--- config.mk ---
export PLATFORM = sky130hd
export DESIGN_NAME = vcomp_unit
export DESIGN_NICKNAME = d
export VERILOG_FILES = /design/src/rtl/vcomp_pkg.sv /design/src/rtl/vcomp_ctrl.sv /design/src/rtl/vcomp_pick.sv /design/src/rtl/vcomp_pack.sv /design/src/rtl/vcomp_unit.sv
export SDC_FILE = /design/constraint.sdc
export NUM_CORES = 1
export LEC_CHECK = 0
export ABC_AREA = 1
export BUFFER_PORTS_ARGS = -buffer_cell sky130_fd_sc_hd__buf_2
export CORE_ASPECT_RATIO = 1.5
export CORE_MARGIN = 3
export CORE_UTILIZATION = 50
export CTS_BUF_LIST = sky130_fd_sc_hd__clkbuf_8
export CTS_CLUSTER_DIAMETER = 80
export CTS_CLUSTER_SIZE = 20
export DETAILED_ROUTE_END_ITERATION = 6
export PLACE_DENSITY = 0.77
export SLEW_MARGIN = 30
export SYNTH_ARGS = -nofsm -noshare
export SYNTH_HDL_FRONTEND = slang
export SYNTH_SLANG_ARGS = --single-unit
--- constraint.sdc ---
create_clock -name clk -period 3.5 [get_ports clk]
set_input_delay 1.05 -clock clk [delete_from_list [all_inputs] [get_ports clk]]
set_output_delay 1.05 -clock clk [all_outputs]
set_load 0.01 [all_outputs]
--- src/rtl/vcomp_pkg.sv ---
package vcomp_pkg;

    typedef enum logic {
        TAIL_KEEP = 1'b0,
        TAIL_FILL = 1'b1
    } tail_mode_e;

    typedef enum logic {
        WALK_IDLE = 1'b0,
        WALK_RUN  = 1'b1
    } walk_state_e;

    // One step of the walk as seen by the packing stage
    typedef struct packed {
        logic valid;
        logic take;
        logic last;
    } step_info_t;

    function automatic int unsigned idx_bits(input int unsigned n);
        return (n < 2) ? 1 : $clog2(n);
    endfunction

endpackage

--- src/rtl/vcomp_ctrl.sv ---
module vcomp_ctrl
    import vcomp_pkg::*;
#(
    parameter int unsigned NUM_ELEM = 8,
    parameter int unsigned CNT_W    = 4,
    parameter int unsigned IDX_W    = 3
) (
    input  logic             clk,
    input  logic             rst,
    input  logic             start,
    input  logic [CNT_W-1:0] vl_in,
    output logic [CNT_W-1:0] vl_eff,
    output logic             load,
    output logic             load_final,
    output logic             step,
    output logic             last,
    output logic [IDX_W-1:0] rd_idx,
    output logic             busy,
    output logic             done
);

    walk_state_e      st_q;
    logic [CNT_W-1:0] vl_q;
    logic [IDX_W-1:0] rd_q;
    logic             done_q;

    // clamp the requested length to the element count
    assign vl_eff     = (vl_in > CNT_W'(NUM_ELEM)) ? CNT_W'(NUM_ELEM) : vl_in;
    assign load       = (st_q == WALK_IDLE) && start;
    assign load_final = load && (vl_eff == '0);
    assign step       = (st_q == WALK_RUN);
    assign last       = step && (CNT_W'(rd_q) == (vl_q - CNT_W'(1)));
    assign rd_idx     = rd_q;
    assign busy       = step;
    assign done       = done_q;

    always_ff @(posedge clk) begin
        if (rst) begin
            st_q   <= WALK_IDLE;
            vl_q   <= '0;
            rd_q   <= '0;
            done_q <= 1'b0;
        end else begin
            done_q <= 1'b0;
            case (st_q)
                WALK_IDLE: begin
                    if (start) begin
                        vl_q <= vl_eff;
                        rd_q <= '0;
                        if (vl_eff == '0) begin
                            done_q <= 1'b1;
                        end else begin
                            st_q <= WALK_RUN;
                        end
                    end
                end
                WALK_RUN: begin
                    rd_q <= rd_q + IDX_W'(1);
                    if (last) begin
                        st_q   <= WALK_IDLE;
                        done_q <= 1'b1;
                    end
                end
                default: st_q <= WALK_IDLE;
            endcase
        end
    end

endmodule

--- src/rtl/vcomp_pick.sv ---
module vcomp_pick
    import vcomp_pkg::*;
#(
    parameter int unsigned NUM_ELEM = 8,
    parameter int unsigned ELEM_W   = 8,
    parameter int unsigned IDX_W    = 3,
    localparam int unsigned VEC_W   = NUM_ELEM * ELEM_W
) (
    input  logic              clk,
    input  logic              rst,
    input  logic              load,
    input  logic [VEC_W-1:0]  src_in,
    input  logic [NUM_ELEM-1:0] mask_in,
    input  logic              step,
    input  logic              last,
    input  logic [IDX_W-1:0]  rd_idx,
    output step_info_t        info,
    output logic [ELEM_W-1:0] elem
);

    logic [VEC_W-1:0]    src_q;
    logic [NUM_ELEM-1:0] mask_q;
    logic [ELEM_W-1:0]   src_arr [NUM_ELEM];

    always_ff @(posedge clk) begin
        if (rst) begin
            src_q  <= '0;
            mask_q <= '0;
        end else if (load) begin
            src_q  <= src_in;
            mask_q <= mask_in;
        end
    end

    for (genvar g = 0; g < NUM_ELEM; g++) begin : g_split
        assign src_arr[g] = src_q[g*ELEM_W +: ELEM_W];
    end

    assign elem       = src_arr[rd_idx];
    assign info.valid = step;
    assign info.take  = step && mask_q[rd_idx];
    assign info.last  = last;

endmodule

--- src/rtl/vcomp_pack.sv ---
module vcomp_pack
    import vcomp_pkg::*;
#(
    parameter int unsigned NUM_ELEM = 8,
    parameter int unsigned ELEM_W   = 8,
    parameter int unsigned CNT_W    = 4,
    localparam int unsigned VEC_W   = NUM_ELEM * ELEM_W
) (
    input  logic              clk,
    input  logic              rst,
    input  logic              load,
    input  logic              load_final,
    input  logic [VEC_W-1:0]  old_in,
    input  logic              pol_in,
    input  step_info_t        info,
    input  logic [ELEM_W-1:0] elem,
    output logic [VEC_W-1:0]  result,
    output logic [CNT_W-1:0]  count
);

    logic [ELEM_W-1:0] res_q [NUM_ELEM];
    logic [ELEM_W-1:0] res_n [NUM_ELEM];
    logic [CNT_W-1:0]  cnt_q, cnt_n, tail_cnt;
    tail_mode_e        pol_q, tail_mode;
    logic              tail_en;

    always_comb begin
        res_n     = res_q;
        cnt_n     = cnt_q;
        tail_en   = 1'b0;
        tail_mode = pol_q;
        tail_cnt  = cnt_q;
        if (load) begin
            for (int i = 0; i < NUM_ELEM; i++) begin
                res_n[i] = old_in[i*ELEM_W +: ELEM_W];
            end
            cnt_n = '0;
            if (load_final) begin
                tail_en   = 1'b1;
                tail_mode = tail_mode_e'(pol_in);
                tail_cnt  = '0;
            end
        end else if (info.valid) begin
            for (int i = 0; i < NUM_ELEM; i++) begin
                if (info.take && (CNT_W'(i) == cnt_q)) begin
                    res_n[i] = elem;
                end
            end
            cnt_n = cnt_q + CNT_W'(info.take);
            if (info.last) begin
                tail_en  = 1'b1;
                tail_cnt = cnt_n;
            end
        end
        // the tail starts at the kept count, not at the active length
        if (tail_en && (tail_mode == TAIL_FILL)) begin
            for (int i = 0; i < NUM_ELEM; i++) begin
                if (CNT_W'(i) >= tail_cnt) begin
                    res_n[i] = '1;
                end
            end
        end
    end

    always_ff @(posedge clk) begin
        if (rst) begin
            for (int i = 0; i < NUM_ELEM; i++) begin
                res_q[i] <= '0;
            end
            cnt_q <= '0;
            pol_q <= TAIL_KEEP;
        end else begin
            res_q <= res_n;
            cnt_q <= cnt_n;
            if (load) begin
                pol_q <= tail_mode_e'(pol_in);
            end
        end
    end

    for (genvar g = 0; g < NUM_ELEM; g++) begin : g_join
        assign result[g*ELEM_W +: ELEM_W] = res_q[g];
    end

    assign count = cnt_q;

endmodule

--- src/rtl/vcomp_unit.sv ---
module vcomp_unit
    import vcomp_pkg::*;
#(
    parameter int unsigned NUM_ELEM = 8,
    parameter int unsigned ELEM_W   = 8,
    localparam int unsigned CNT_W   = $clog2(NUM_ELEM + 1),
    localparam int unsigned IDX_W   = idx_bits(NUM_ELEM),
    localparam int unsigned VEC_W   = NUM_ELEM * ELEM_W
) (
    input  logic                clk,
    input  logic                rst,
    input  logic                start,
    input  logic [VEC_W-1:0]    src_vec,
    input  logic [NUM_ELEM-1:0] sel_mask,
    input  logic [CNT_W-1:0]    vl,
    input  logic [VEC_W-1:0]    old_dest,
    input  logic                tail_fill,
    output logic [VEC_W-1:0]    result,
    output logic [CNT_W-1:0]    sel_count,
    output logic                done
);

    logic [CNT_W-1:0]  vl_eff_w;
    logic              load_w, load_final_w, step_w, last_w, busy_w;
    logic [IDX_W-1:0]  rd_idx_w;
    step_info_t        info_w;
    logic [ELEM_W-1:0] elem_w;

    vcomp_ctrl #(
        .NUM_ELEM(NUM_ELEM), .CNT_W(CNT_W), .IDX_W(IDX_W)
    ) ctrl_i (
        .clk(clk), .rst(rst), .start(start), .vl_in(vl),
        .vl_eff(vl_eff_w), .load(load_w), .load_final(load_final_w),
        .step(step_w), .last(last_w), .rd_idx(rd_idx_w),
        .busy(busy_w), .done(done)
    );

    vcomp_pick #(
        .NUM_ELEM(NUM_ELEM), .ELEM_W(ELEM_W), .IDX_W(IDX_W)
    ) pick_i (
        .clk(clk), .rst(rst), .load(load_w), .src_in(src_vec),
        .mask_in(sel_mask), .step(step_w), .last(last_w),
        .rd_idx(rd_idx_w), .info(info_w), .elem(elem_w)
    );

    vcomp_pack #(
        .NUM_ELEM(NUM_ELEM), .ELEM_W(ELEM_W), .CNT_W(CNT_W)
    ) pack_i (
        .clk(clk), .rst(rst), .load(load_w), .load_final(load_final_w),
        .old_in(old_dest), .pol_in(tail_fill), .info(info_w),
        .elem(elem_w), .result(result), .count(sel_count)
    );

endmodule

==> reports/qor.yml <==
synth_cell_type_count: 34
synth_xor_area_share_pct: 0.351
p_clk_share_pct: 35.9
synthArstFlopShare_pct: 0
n_fill_cell: 1476
first_iter_violations: 426
rsz0062_at_grt: "no"
critPathKind: "flip-flop to flip-flop"
wire_per_inst_um: 14.7
crit_fanout: 26
grt_util_all_layers_pct: 26.1
grt_overflow_total: 0
pwr-share-seq_pct: 45.9
path_cells: "buf_4 > inv_1 > o21ai_0 > nand3_2 > nand3_4 > inv_6 > ha_1 > ha_1 > xnor2_1 > nand3_1 > nand3_1 > nand2_1 > nor2_4 > nand3_2 > a21oi_1"
synth_adder_area_share_pct: 0.668
dr.pass1.iters: 5
antennaDiodeCount: 0
cts-root-buf: "clkbuf_8"
required_ns: 3.87
intPower_mw: 2.96
cts_sinks: 150
report.final.hold_viol_count: 0
io_pins: 213
cpPeakStageDelay_ns: 0.35
die_x_um: 106
multiInputGateArea_um2: 3950
synthCells: 1118
clock_latency_ns: 0.45
final_cell_area_um2: 9020
cts_tree: "done"
post_cts_resize_count: 0
tightest_slew_ns: 0.913
p_comb_share_pct: 18.2
worstSetupEndpointType: "flip-flop"
fin_hold_ws_ns: 0.455
row_count: 54
start_kind: "flip-flop"
synth_edf_count: 0
synth_warnings: 0
synth_area_um2: 7490
final-seq-area_um2: 3000
drive_gt1_share_pct: 25.3
cp_data_arrival_time_ns: 3.58
max_cap_violations: 0
min_period_ns: 3.21
cts_max_level: 4
fp.dieArea_um2: 16500
grt_pass1_wl_um: 34700
p_per_area_nw_per_um2: 463
grt_max_degree: 110
synth_compound_area_share_pct: 15.5
placed_cell_area_um2: 8570
final.setup_skew_ns: 0.0191
fin_util_pct: 61.8
synth_top_family_by_area: "simple AND/OR/NAND/NOR gates"
drc: 0
antenna_found_initial: 1
ant_nets: 0
num_vias: 7885
ys_ff_latch: 150
synth_top_area_share_pct: 40.1
place_congestion: 0.927
die_h_um: 156
syn_avg_cell_area_um2: 6.70
setup_viol: 0
tns_ns: 0
net-switching-power_mw: 1.21
worst_path_max_delay_cell: "dfxtp_1"
synth_fp_nets: 1266
outcome: "finished clean"
cts_buffers: 17
start_util_pct: 51.3
cts-hold-fix-buffers: 0
muxShareOfSynthArea_pct: 0
cts_buffer_depth: 2
core_area_um2: 14600
seq_area_frac_synth_pct: 40.1
wirelength_um: 22100
vdd_drop_max_mv: 0.264
p_sw_share_pct: 29.0
yosys.area_share.simple_pct: 36.1
post_cts_buffers: 0
instances_no_fill: 1502
dp_hpwl_um: 15700
nets: 1441
period_share_pct: 91.7
first_global_vias: 7114
synth_largest_area_cell: "dfxtp_1"
slew_headroom_pct: 39.2
maxSlewViolCount: 0
clkSlewWorstSetupHoldPaths_ns: 0.08
synthTopCellsByArea: "dfxtp_1, nor2_1, o21ai_0"
min-delay-path-class: "flip-flop to flip-flop"
leakage_nw: 4.32
dp.cells: 1470
areaGrowthSynthToFinish_pct: 20.3
fmax_ghz: 0.311
portBuffers: 212
routed_via_density: 5.25
synth_flop_cell: "dfxtp_1"
==> cell usage after synthesis (all sizes together) (6+ instances only) <==
library cell  instances
clkbuf               38
o21ai               163
nand2               194
nor2                239
a21oi                60
inv                  52
nor4                  6
nand3               120
or2                  48
buf                  30
dfxtp               150
==> layer usage <==
| layer | GRT usage, % | vias to the layer above | wire, µm |
|---|---|---|---|
| li1 | - | 3995 | - |
| met1 | 31.1 | 3492 | 8480 |
| met2 | 45.2 | 331 | 11200 |
| met3 | 4.76 | 65 | 1600 |
| met4 | 12.3 | 2 | 806 |
| met5 | 0 | - | 8 |
==> power by group through the flow <==
stage                     combinational (mW)  sequential, mW  clock (mW)
after global placement                 0.747            1.95           0
after detailed placement               0.758            1.96           0
after global routing                   0.858            1.93        1.59
after floorplan                        0.468            1.96           0
final                                  0.760            1.92        1.50
after CTS                              0.761            1.92        1.51
==> layout by cell type (no fill, tap or decap), types with 4 or more instances in the layout <==
cell type / count
o21ai_1: 11
o21ai_0: 149
nand3_1: 115
nand2_4: 4
or2_2: 48
nand2_2: 4
clkbuf_8: 20
nor4_1: 6
nor2_2: 4
nor2_1: 234
a21oi_1: 60
buf_4: 11
inv_1: 48
inv_2: 4
bufinv_16: 4
ha_1: 4
buf_2: 212
nand2_1: 186
nand4_1: 4
dfxtp_1: 150
==> cells by family (layout without fill, tap and decap cells) <==
family	Yosys count	in the layout
fa+ha+maj	4	4
simple gates	613	613
buf+inv	120	308
flops	150	150
xor+xnor	3	3
compound gates	228	228
==> critical path: cells and delay by family (launching register included) <==
kind | cells | cell delay, ns
simple gates | 7 | 1.30
xor+xnor | 1 | 0.22
fa+ha+maj | 2 | 0.39
flops | 1 | 0.35
buf+inv | 3 | 0.44
compound gates | 2 | 0.42
==> flip-flops by register name, summed over array words and instances (netlist names) <==
signal and cells:
ctrl_i.busy 1, ctrl_i.done 1, ctrl_i.rd_idx 3, ctrl_i.vl_q 4, pack_i.count 4, pack_i.pol_q 1
pack_i.result 64, pick_i.mask_q 8, pick_i.src_q 64
==> per-stage QoR <==
step | power, mW | setup WS [ns]
after floorplan | 2.43 | 0.931
after global placement | 2.70 | 0.507
after detailed placement | 2.71 | 0.385
after CTS | 4.19 | 0.340
after global routing | 4.38 | 0.0317
final | 4.18 | 0.290
==> worst paths after layout <==
| kind | depth (start not counted) | end | start | slack [ns] |
|---|---|---|---|---|
| worst min-delay path | 2 | pack_i.pol_q$_SDFFE_PP0P_ | pack_i.pol_q$_SDFFE_PP0P_ | 0.45 |
| worst max-delay path | 15 | pack_i.result[4]$_SDFF_PP0_ | ctrl_i.rd_idx[0]$_SDFFE_PP0P_ | 0.29 |
| worst min register to register | 2 | pack_i.pol_q$_SDFFE_PP0P_ | pack_i.pol_q$_SDFFE_PP0P_ | 0.45 |
| worst max register to register | 15 | pack_i.result[4]$_SDFF_PP0_ | ctrl_i.rd_idx[0]$_SDFFE_PP0P_ | 0.29 |
==> layout make-up <==
type	instances	share of cell area, %
Timing Repair Buffer	224	12.9
Clock inverter	12	1.94
Multi-Input combinational cell	848	43.8
Inverter	52	2.25
Tap cell	196	2.72
Clock buffer	20	3.05
Sequential cell	150	33.3
Power figures use the tool's default switching activity.
